File: config.mk
export PLATFORM = sky130hd
export DESIGN_NAME = card_char_tx
export DESIGN_NICKNAME = d
export VERILOG_FILES = /design/src/rtl/card_tx_pkg.sv /design/src/rtl/card_tx_datapath.sv /design/src/rtl/card_tx_control.sv /design/src/rtl/card_char_tx.sv
export SDC_FILE = /design/constraint.sdc
export NUM_CORES = 1
export LEC_CHECK = 0
export ABC_CLOCK_PERIOD_IN_PS = 2400
export CORE_AREA = 2 2 62 64
export DETAILED_ROUTE_END_ITERATION = 7
export DIE_AREA = 0 0 64 66
export GPL_TIMING_DRIVEN = 0
export PLACE_DENSITY_LB_ADDON = 0.25
export SYNTH_ARGS = -nofsm -noshare
export SYNTH_HDL_FRONTEND = slang
export SYNTH_SLANG_ARGS = --single-unit
export TNS_END_PERCENT = 5
File: constraint.sdc
create_clock -name clk -period 2.4 [get_ports clk]
set_clock_uncertainty 0.2 [all_clocks]
set_input_delay 0.48 -clock clk [delete_from_list [all_inputs] [get_ports clk]]
set_output_delay 0.48 -clock clk [all_outputs]
set_load 0.005 [all_outputs]
File: src/rtl/card_tx_pkg.sv
package card_tx_pkg;

  localparam int DATA_W  = 8;
  localparam int FRAME_W = DATA_W + 2;      // start + data + parity
  localparam int IDX_W   = $clog2(FRAME_W);

  // Bit positions inside the flagClr request vector
  localparam int CLR_ERR   = 0;
  localparam int CLR_OVR   = 1;
  localparam int CLR_RETRY = 2;
  localparam int CLR_W     = 3;

  typedef enum logic [2:0] {
    ST_IDLE   = 3'd0,
    ST_SEND   = 3'd1,
    ST_WINDOW = 3'd2,
    ST_WAITHI = 3'd3,
    ST_GAP    = 3'd4
  } txState_t;

  // Strobes from the control to the datapath
  typedef struct packed {
    logic             holdWrite;
    logic             loadFrame;
    logic             driveEn;
    logic [IDX_W-1:0] bitSel;
    logic             sampleMid;
  } dpStrobe_t;

  function automatic logic evenParity(input logic [DATA_W-1:0] d);
    return ^d;
  endfunction

endpackage

File: src/rtl/card_tx_datapath.sv
module card_tx_datapath
  import card_tx_pkg::*;
(
  input  logic              clk,
  input  logic              rstN,
  input  dpStrobe_t         strobe,
  input  logic [DATA_W-1:0] hostWrData,
  input  logic              lineIn,
  output logic              lineDriveLow,
  output logic              lineLowSeen
);

  logic [DATA_W-1:0]  holdReg;
  logic [FRAME_W-1:0] frameReg;

  // Holding register: written only when the control accepts the byte
  always_ff @(posedge clk or negedge rstN) begin
    if (!rstN) begin
      holdReg <= '0;
    end else if (strobe.holdWrite) begin
      holdReg <= hostWrData;
    end
  end

  // Frame register: bit 0 is the start bit, top bit the parity
  always_ff @(posedge clk or negedge rstN) begin
    if (!rstN) begin
      frameReg <= '1;
    end else if (strobe.loadFrame) begin
      frameReg <= {evenParity(holdReg), holdReg, 1'b0};
    end
  end

  // Mid-etu capture of the line during the window and while waiting
  always_ff @(posedge clk or negedge rstN) begin
    if (!rstN) begin
      lineLowSeen <= 1'b0;
    end else if (strobe.sampleMid) begin
      lineLowSeen <= ~lineIn;
    end
  end

  // Open-drain drive: pull low only for a zero bit inside the frame
  always_comb begin
    lineDriveLow = 1'b0;
    if (strobe.driveEn && (strobe.bitSel < IDX_W'(FRAME_W))) begin
      lineDriveLow = ~frameReg[strobe.bitSel];
    end
  end

endmodule

File: src/rtl/card_tx_control.sv
module card_tx_control
  import card_tx_pkg::*;
#(
  parameter int TICKS_PER_ETU = 4,
  parameter int MAX_RETRY     = 3
) (
  input  logic             clk,
  input  logic             rstN,
  input  logic             txEnable,
  input  logic             hostWrEn,
  input  logic [CLR_W-1:0] flagClr,
  input  logic             etuTick,
  input  logic             lineLowSeen,
  output dpStrobe_t        strobe,
  output logic             dataEmpty,
  output logic             txEnd,
  output logic             errFlag,
  output logic             overrun,
  output logic             retryOvf
);

  localparam int TICK_W   = (TICKS_PER_ETU > 1) ? $clog2(TICKS_PER_ETU) : 1;
  localparam int HALF     = (TICKS_PER_ETU - 1) / 2;
  localparam int RETRY_W  = $clog2(MAX_RETRY + 1) > 0 ? $clog2(MAX_RETRY + 1) : 1;
  localparam logic [TICK_W-1:0]  TICK_LAST = TICK_W'(TICKS_PER_ETU - 1);
  localparam logic [TICK_W-1:0]  TICK_MID  = TICK_W'(HALF);
  localparam logic [IDX_W-1:0]   BIT_LAST  = IDX_W'(FRAME_W - 1);
  localparam logic [RETRY_W-1:0] RETRY_MAX = RETRY_W'(MAX_RETRY);

  txState_t           state, stateNx;
  logic [TICK_W-1:0]  tickCnt;
  logic [IDX_W-1:0]   bitIdx, bitIdxNx;
  logic [RETRY_W-1:0] retryCnt;

  logic etuEnd, midTick, wrAccept, wrReject, startOk;
  logic frameErr, frameClean, retryBump, ovfHit;

  assign etuEnd   = etuTick && (tickCnt == TICK_LAST);
  assign midTick  = etuTick && (tickCnt == TICK_MID);
  assign wrAccept = hostWrEn && dataEmpty;
  assign wrReject = hostWrEn && !dataEmpty;
  assign startOk  = (state == ST_IDLE) && etuTick && txEnable &&
                    !dataEmpty && !retryOvf;

  // Next-state logic
  always_comb begin
    stateNx    = state;
    bitIdxNx   = bitIdx;
    frameErr   = 1'b0;
    frameClean = 1'b0;
    retryBump  = 1'b0;
    ovfHit     = 1'b0;
    unique case (state)
      ST_IDLE: begin
        if (startOk) begin
          stateNx  = ST_SEND;
          bitIdxNx = '0;
        end
      end
      ST_SEND: begin
        if (etuEnd) begin
          if (bitIdx == BIT_LAST) stateNx = ST_WINDOW;
          else                    bitIdxNx = bitIdx + 1'b1;
        end
      end
      ST_WINDOW: begin
        if (etuEnd) begin
          if (lineLowSeen) begin
            frameErr = 1'b1;
            if (retryCnt == RETRY_MAX) begin
              ovfHit  = 1'b1;
              stateNx = ST_IDLE;
            end else begin
              retryBump = 1'b1;
              stateNx   = ST_WAITHI;
            end
          end else begin
            frameClean = 1'b1;
            stateNx    = ST_IDLE;
          end
        end
      end
      ST_WAITHI: begin
        if (etuEnd && !lineLowSeen) stateNx = ST_GAP;
      end
      ST_GAP: begin
        if (etuEnd) begin
          stateNx  = ST_SEND;
          bitIdxNx = '0;
        end
      end
      default: stateNx = ST_IDLE;
    endcase
  end

  // Sequencing registers
  always_ff @(posedge clk or negedge rstN) begin
    if (!rstN) begin
      state    <= ST_IDLE;
      bitIdx   <= '0;
      tickCnt  <= '0;
      retryCnt <= '0;
    end else begin
      state  <= stateNx;
      bitIdx <= bitIdxNx;
      if (state == ST_IDLE) begin
        tickCnt <= '0;
      end else if (etuTick) begin
        tickCnt <= (tickCnt == TICK_LAST) ? '0 : tickCnt + 1'b1;
      end
      if (startOk)        retryCnt <= '0;
      else if (retryBump) retryCnt <= retryCnt + 1'b1;
    end
  end

  // Status flags
  always_ff @(posedge clk or negedge rstN) begin
    if (!rstN) begin
      dataEmpty <= 1'b1;
      txEnd     <= 1'b1;
      errFlag   <= 1'b0;
      overrun   <= 1'b0;
      retryOvf  <= 1'b0;
    end else begin
      if (startOk)       dataEmpty <= 1'b1;
      else if (wrAccept) dataEmpty <= 1'b0;

      if (wrAccept)        txEnd <= 1'b0;
      else if (frameClean) txEnd <= 1'b1;

      if (frameErr)                errFlag <= 1'b1;
      else if (flagClr[CLR_ERR])   errFlag <= 1'b0;

      if (wrReject)                overrun <= 1'b1;
      else if (flagClr[CLR_OVR])   overrun <= 1'b0;

      if (ovfHit)                  retryOvf <= 1'b1;
      else if (flagClr[CLR_RETRY]) retryOvf <= 1'b0;
    end
  end

  always_comb begin
    strobe.holdWrite = wrAccept;
    strobe.loadFrame = startOk;
    strobe.driveEn   = (state == ST_SEND);
    strobe.bitSel    = bitIdx;
    strobe.sampleMid = midTick && ((state == ST_WINDOW) || (state == ST_WAITHI));
  end

endmodule

File: src/rtl/card_char_tx.sv
module card_char_tx
  import card_tx_pkg::*;
#(
  parameter int TICKS_PER_ETU = 4,
  parameter int MAX_RETRY     = 3
) (
  input  logic             clk,
  input  logic             rstN,
  input  logic             txEnable,
  input  logic             errIrqEn,
  input  logic             endIrqEn,
  input  logic             hostWrEn,
  input  logic [7:0]       hostWrData,
  input  logic [2:0]       flagClr,
  input  logic             etuTick,
  input  logic             lineIn,
  output logic             lineDriveLow,
  output logic             dataEmpty,
  output logic             txEnd,
  output logic             errFlag,
  output logic             overrun,
  output logic             retryOvf,
  output logic             errIrq,
  output logic             endIrq
);

  dpStrobe_t strobe;
  logic      lineLowSeen;

  card_tx_control #(
    .TICKS_PER_ETU(TICKS_PER_ETU),
    .MAX_RETRY    (MAX_RETRY)
  ) u_ctrl (
    .clk        (clk),
    .rstN       (rstN),
    .txEnable   (txEnable),
    .hostWrEn   (hostWrEn),
    .flagClr    (flagClr),
    .etuTick    (etuTick),
    .lineLowSeen(lineLowSeen),
    .strobe     (strobe),
    .dataEmpty  (dataEmpty),
    .txEnd      (txEnd),
    .errFlag    (errFlag),
    .overrun    (overrun),
    .retryOvf   (retryOvf)
  );

  card_tx_datapath u_dp (
    .clk         (clk),
    .rstN        (rstN),
    .strobe      (strobe),
    .hostWrData  (hostWrData),
    .lineIn      (lineIn),
    .lineDriveLow(lineDriveLow),
    .lineLowSeen (lineLowSeen)
  );

  assign errIrq = errFlag & errIrqEn;
  assign endIrq = txEnd & endIrqEn;

endmodule

==> results.py, run 1 <==
metrics = {
    "run_status": {
        "status": "completed",
    },
    "clock_tree": {
        "root_buffer": "clkbuf_4",
        "ctsHoldBuffers": 0,
        "clock_path_buffers": 2,
        "cts_tree": "done",
        "htreeDepth": 2,
        "clk_latency_ps": 340,
        "clock-sinks": 35,
        "clk_pin_slew_ps": 100,
        "numCtsBuffers": 5,
    },
    "worst_hold_path": {
        "hp-class": "input pin to asynchronous set/reset pin",
    },
    "grt": {
        "track_usage_pct": 17.3,
        "gr-total-overflow": 0,
        "antenna_found_initial": 0,
        "grt_start_max_net_pins": 36,
        "grt_pass1_vias": 1251,
        "grt_pass1_wl_microns": 5520,
    },
    "synthesis": {
        "synth_mux_area_share_pct": 16.8,
        "ys_seq_area_share_pct": 49.1,
        "async_flop_share_pct": 100,
        "yosys_warnings": 0,
        "yosys.area_share.adder_pct": 3.45,
        "synth_edf_count": 0,
        "synth-xor-area-share_pct": 4.35,
        "ys_seq_elements": 35,
        "synth_cell_types": 41,
        "synth_top_family_by_area": "multiplexers",
        "synth-compound-area-share_pct": 9.73,
        "synth-simple-area-share_pct": 12.5,
        "ys.flop_type": "dfrtp_1",
        "syn_nets": 177,
        "syn_area_sq_mm": 0.00181,
        "syn_avg_cell_area_sq_um": 11.8,
        "synth_cells": 153,
    },
    "drt": {
        "first_pass_iters": 4,
        "via_per_inst": 5.15,
        "drc": 0,
        "vias": 1211,
        "drtAntennaViolNets": 0,
        "routed_wirelength_microns": 3090,
        "wl_per_cell_microns": 13.2,
        "drt-initial-drc-count": 56,
    },
    "critical_path": {
        "worstPathMaxFanout": 3,
        "rr_startpoint": "u_ctrl.tickCnt[0]",
        "critPathCapture": "lineDriveLow",
        "cp_slowest_stage_delay_ps": 510,
        "rr_endpoint": "u_ctrl.state[0]",
        "crit_buf_inv": 1,
        "path_delay_family": "multiplexers",
        "end_kind": "output port",
        "crit_cells": 5,
        "crit_chain": "mux4_2, mux2i_2, a32oi_1, nor2_1, buf_2",
        "required_ps": 1720,
        "arrival_ps": 1690,
        "rrSetupSlack_ps": 260,
        "crit_path_start": "u_ctrl.bitIdx[0]",
        "crit_slowest_cell": "mux4_2",
        "rr_worst_depth": 5,
        "startpoint_type": "register",
        "worst-setup-path-type": "register to output port",
    },
    "sta": {
        "rsz0062_at_grt": "yes",
        "min_period_over_period_pct": 98.8,
        "tightestPinTransition_ps": 754,
        "hold_viol_final": 0,
        "fin_crit_ps": 2370,
        "fmax_ghz": 0.422,
        "holdWs_ps": 2.69,
        "slew_headroom_pct": 49.7,
        "finalSetupViolCount": 0,
        "drv_slew": 0,
        "setup_tns_ps": 0,
        "fin_ws_ps": 29.1,
    },
    "final_layout": {
        "layout_common_cells": "clkdlybuf4s50_1 (24), dfrtp_1 (22), mux2_2 (16)",
        "final_common_cell": "clkdlybuf4s50_1",
        "final_nets": 210,
        "post_route_cells_drive_above_1_share_pct": 27.8,
        "area_delta_synth_final_pct": 22.4,
        "n_fill_cell": 292,
        "n_antenna_cell": 0,
    },
    "placed_design": {
        "hpwl_microns": 2360,
        "gp_congestion": 0.891,
        "io_buffer_count": 26,
        "pre_cts_slack_ps": -364,
    },
    "power_and_ir_drop": {
        "power_mw": 2.72,
        "p_leak_nw": 0.937,
        "power.density_mw_per_mm2": 1230,
        "vdd.ir_drop.worst_uv": 577,
    },
    "die": {
        "chipWidth_microns": 64,
        "core_sq_mm": 0.00355,
        "ios": 27,
        "start_util_pct": 51.1,
        "die_height_microns": 66,
        "die_area_sq_mm": 0.00422,
        "rows": 22,
    },
    "flow_run": {
        "maxCapViolations": 0,
    },
}
-- routing by layer --
layer | GRT usage [%] | share of wire, %
met5 | 0 | 0
met4 | 10.9 | 2.8
met3 | 4.09 | 3.2
met2 | 26.6 | 46
met1 | 22.0 | 48
-- kinds of logic after synthesis --
logic type / count (synthesis)
and+or+nand+nor: 40
DFF: 35
muxes: 25
AOI/OAI and AO/OA: 23
buffers and inverters: 16
xor gates and xnor gates: 9
adders and majority gates: 5
-- sequential cells by signal, indices dropped and copies added, names as in the netlist --
name	cells
u_ctrl.dataEmpty	1
u_ctrl.txEnd	1
u_ctrl.errFlag	1
u_ctrl.bitIdx	4
u_dp.holdReg	8
u_dp.lineLowSeen	1
u_ctrl.overrun	1
u_ctrl.tickCnt	2
u_dp.frameReg	10
u_ctrl.retryOvf	1
u_ctrl.retryCnt	2
u_ctrl.state	3
-- final cells by class --
cell class / count / area [sq um] / area share, %
Inverter: 10 / 37.5 / 1.69
Clock inverter: 2 / 35.0 / 1.58
Timing Repair Buffer: 27 / 258 / 11.6
Clock buffer: 6 / 51.3 / 2.31
Tap cell: 48 / 60.1 / 2.71
Multi-Input combinational cell: 102 / 853 / 38.5
Buffer: 5 / 31.3 / 1.41
Sequential cell: 35 / 892 / 40.2
-- cell usage after synthesis, drive strengths merged, types with 3 or more instances --
cell type | n | area (sq um)
dfrtp | 23 | 576
mux2 | 18 | 210
dfstp | 12 | 315
inv | 10 | 37.5
nor2 | 9 | 33.8
xnor2 | 9 | 78.8
nand2 | 8 | 30.0
ha | 5 | 62.6
mux2i | 5 | 50.1
and2 | 4 | 25.0
nor3 | 4 | 20.0
o21ai | 4 | 20.0
a21oi | 3 | 15.0
buf | 3 | 23.8
clkbuf | 3 | 11.3
nand3 | 3 | 15.0
o21a | 3 | 22.5
-- metrics by stage --
| stage | util, % | cells | cell area [sq um] |
|---|---|---|---|
| after floorplan | - | 153 | 1810 |
| after global routing | 62.5 | 235 | 2220 |
| after detailed placement | 59.9 | 227 | 2130 |
| after CTS | 62.4 | 235 | 2210 |
| final | 62.5 | 235 | 2220 |
| after global placement | 60.1 | 227 | 2130 |
-- what timing repair did --
item                       CTS  global route
setup endpoints to repair    1             1
pin swaps                    2             1
buffers inserted             1             0
gates resized for setup      5             1
-- worst min-delay path by stage --
stage,endpoint
after floorplan,u_ctrl.bitIdx[0]
after global routing,u_dp.holdReg[6]
after detailed placement,u_dp.frameReg[9]
final,u_ctrl.bitIdx[1]
after CTS,u_dp.holdReg[0]
after global placement,u_ctrl.bitIdx[3]
-- power breakdown --
group | switching [mW] | internal (mW) | leakage [nW]
Sequential | 0.203 | 0.891 | 0.416
Clock | 0.191 | 0.246 | 0.0482
Combinational | 0.503 | 0.690 | 0.472
Total | 0.897 | 1.83 | 0.937
-- worst reg2reg max path: cells and delay by family, from the launching register on --
kind / cells / cell delay [ps]
simple gates: 2 / 740
compound gates: 1 / 130
mux: 1 / 310
flops: 1 / 410
fa+ha+maj: 1 / 240
No activity file was read; power rests on OpenSTA's default activity.
==> inputs of run 2 (changes only) <==
CAP_MARGIN = 20   (was not set)
TNS_END_PERCENT = 50   (was 5)
==> results of run 2 <==
No change in the layout: final DEF, timing and power equal those of run 1.
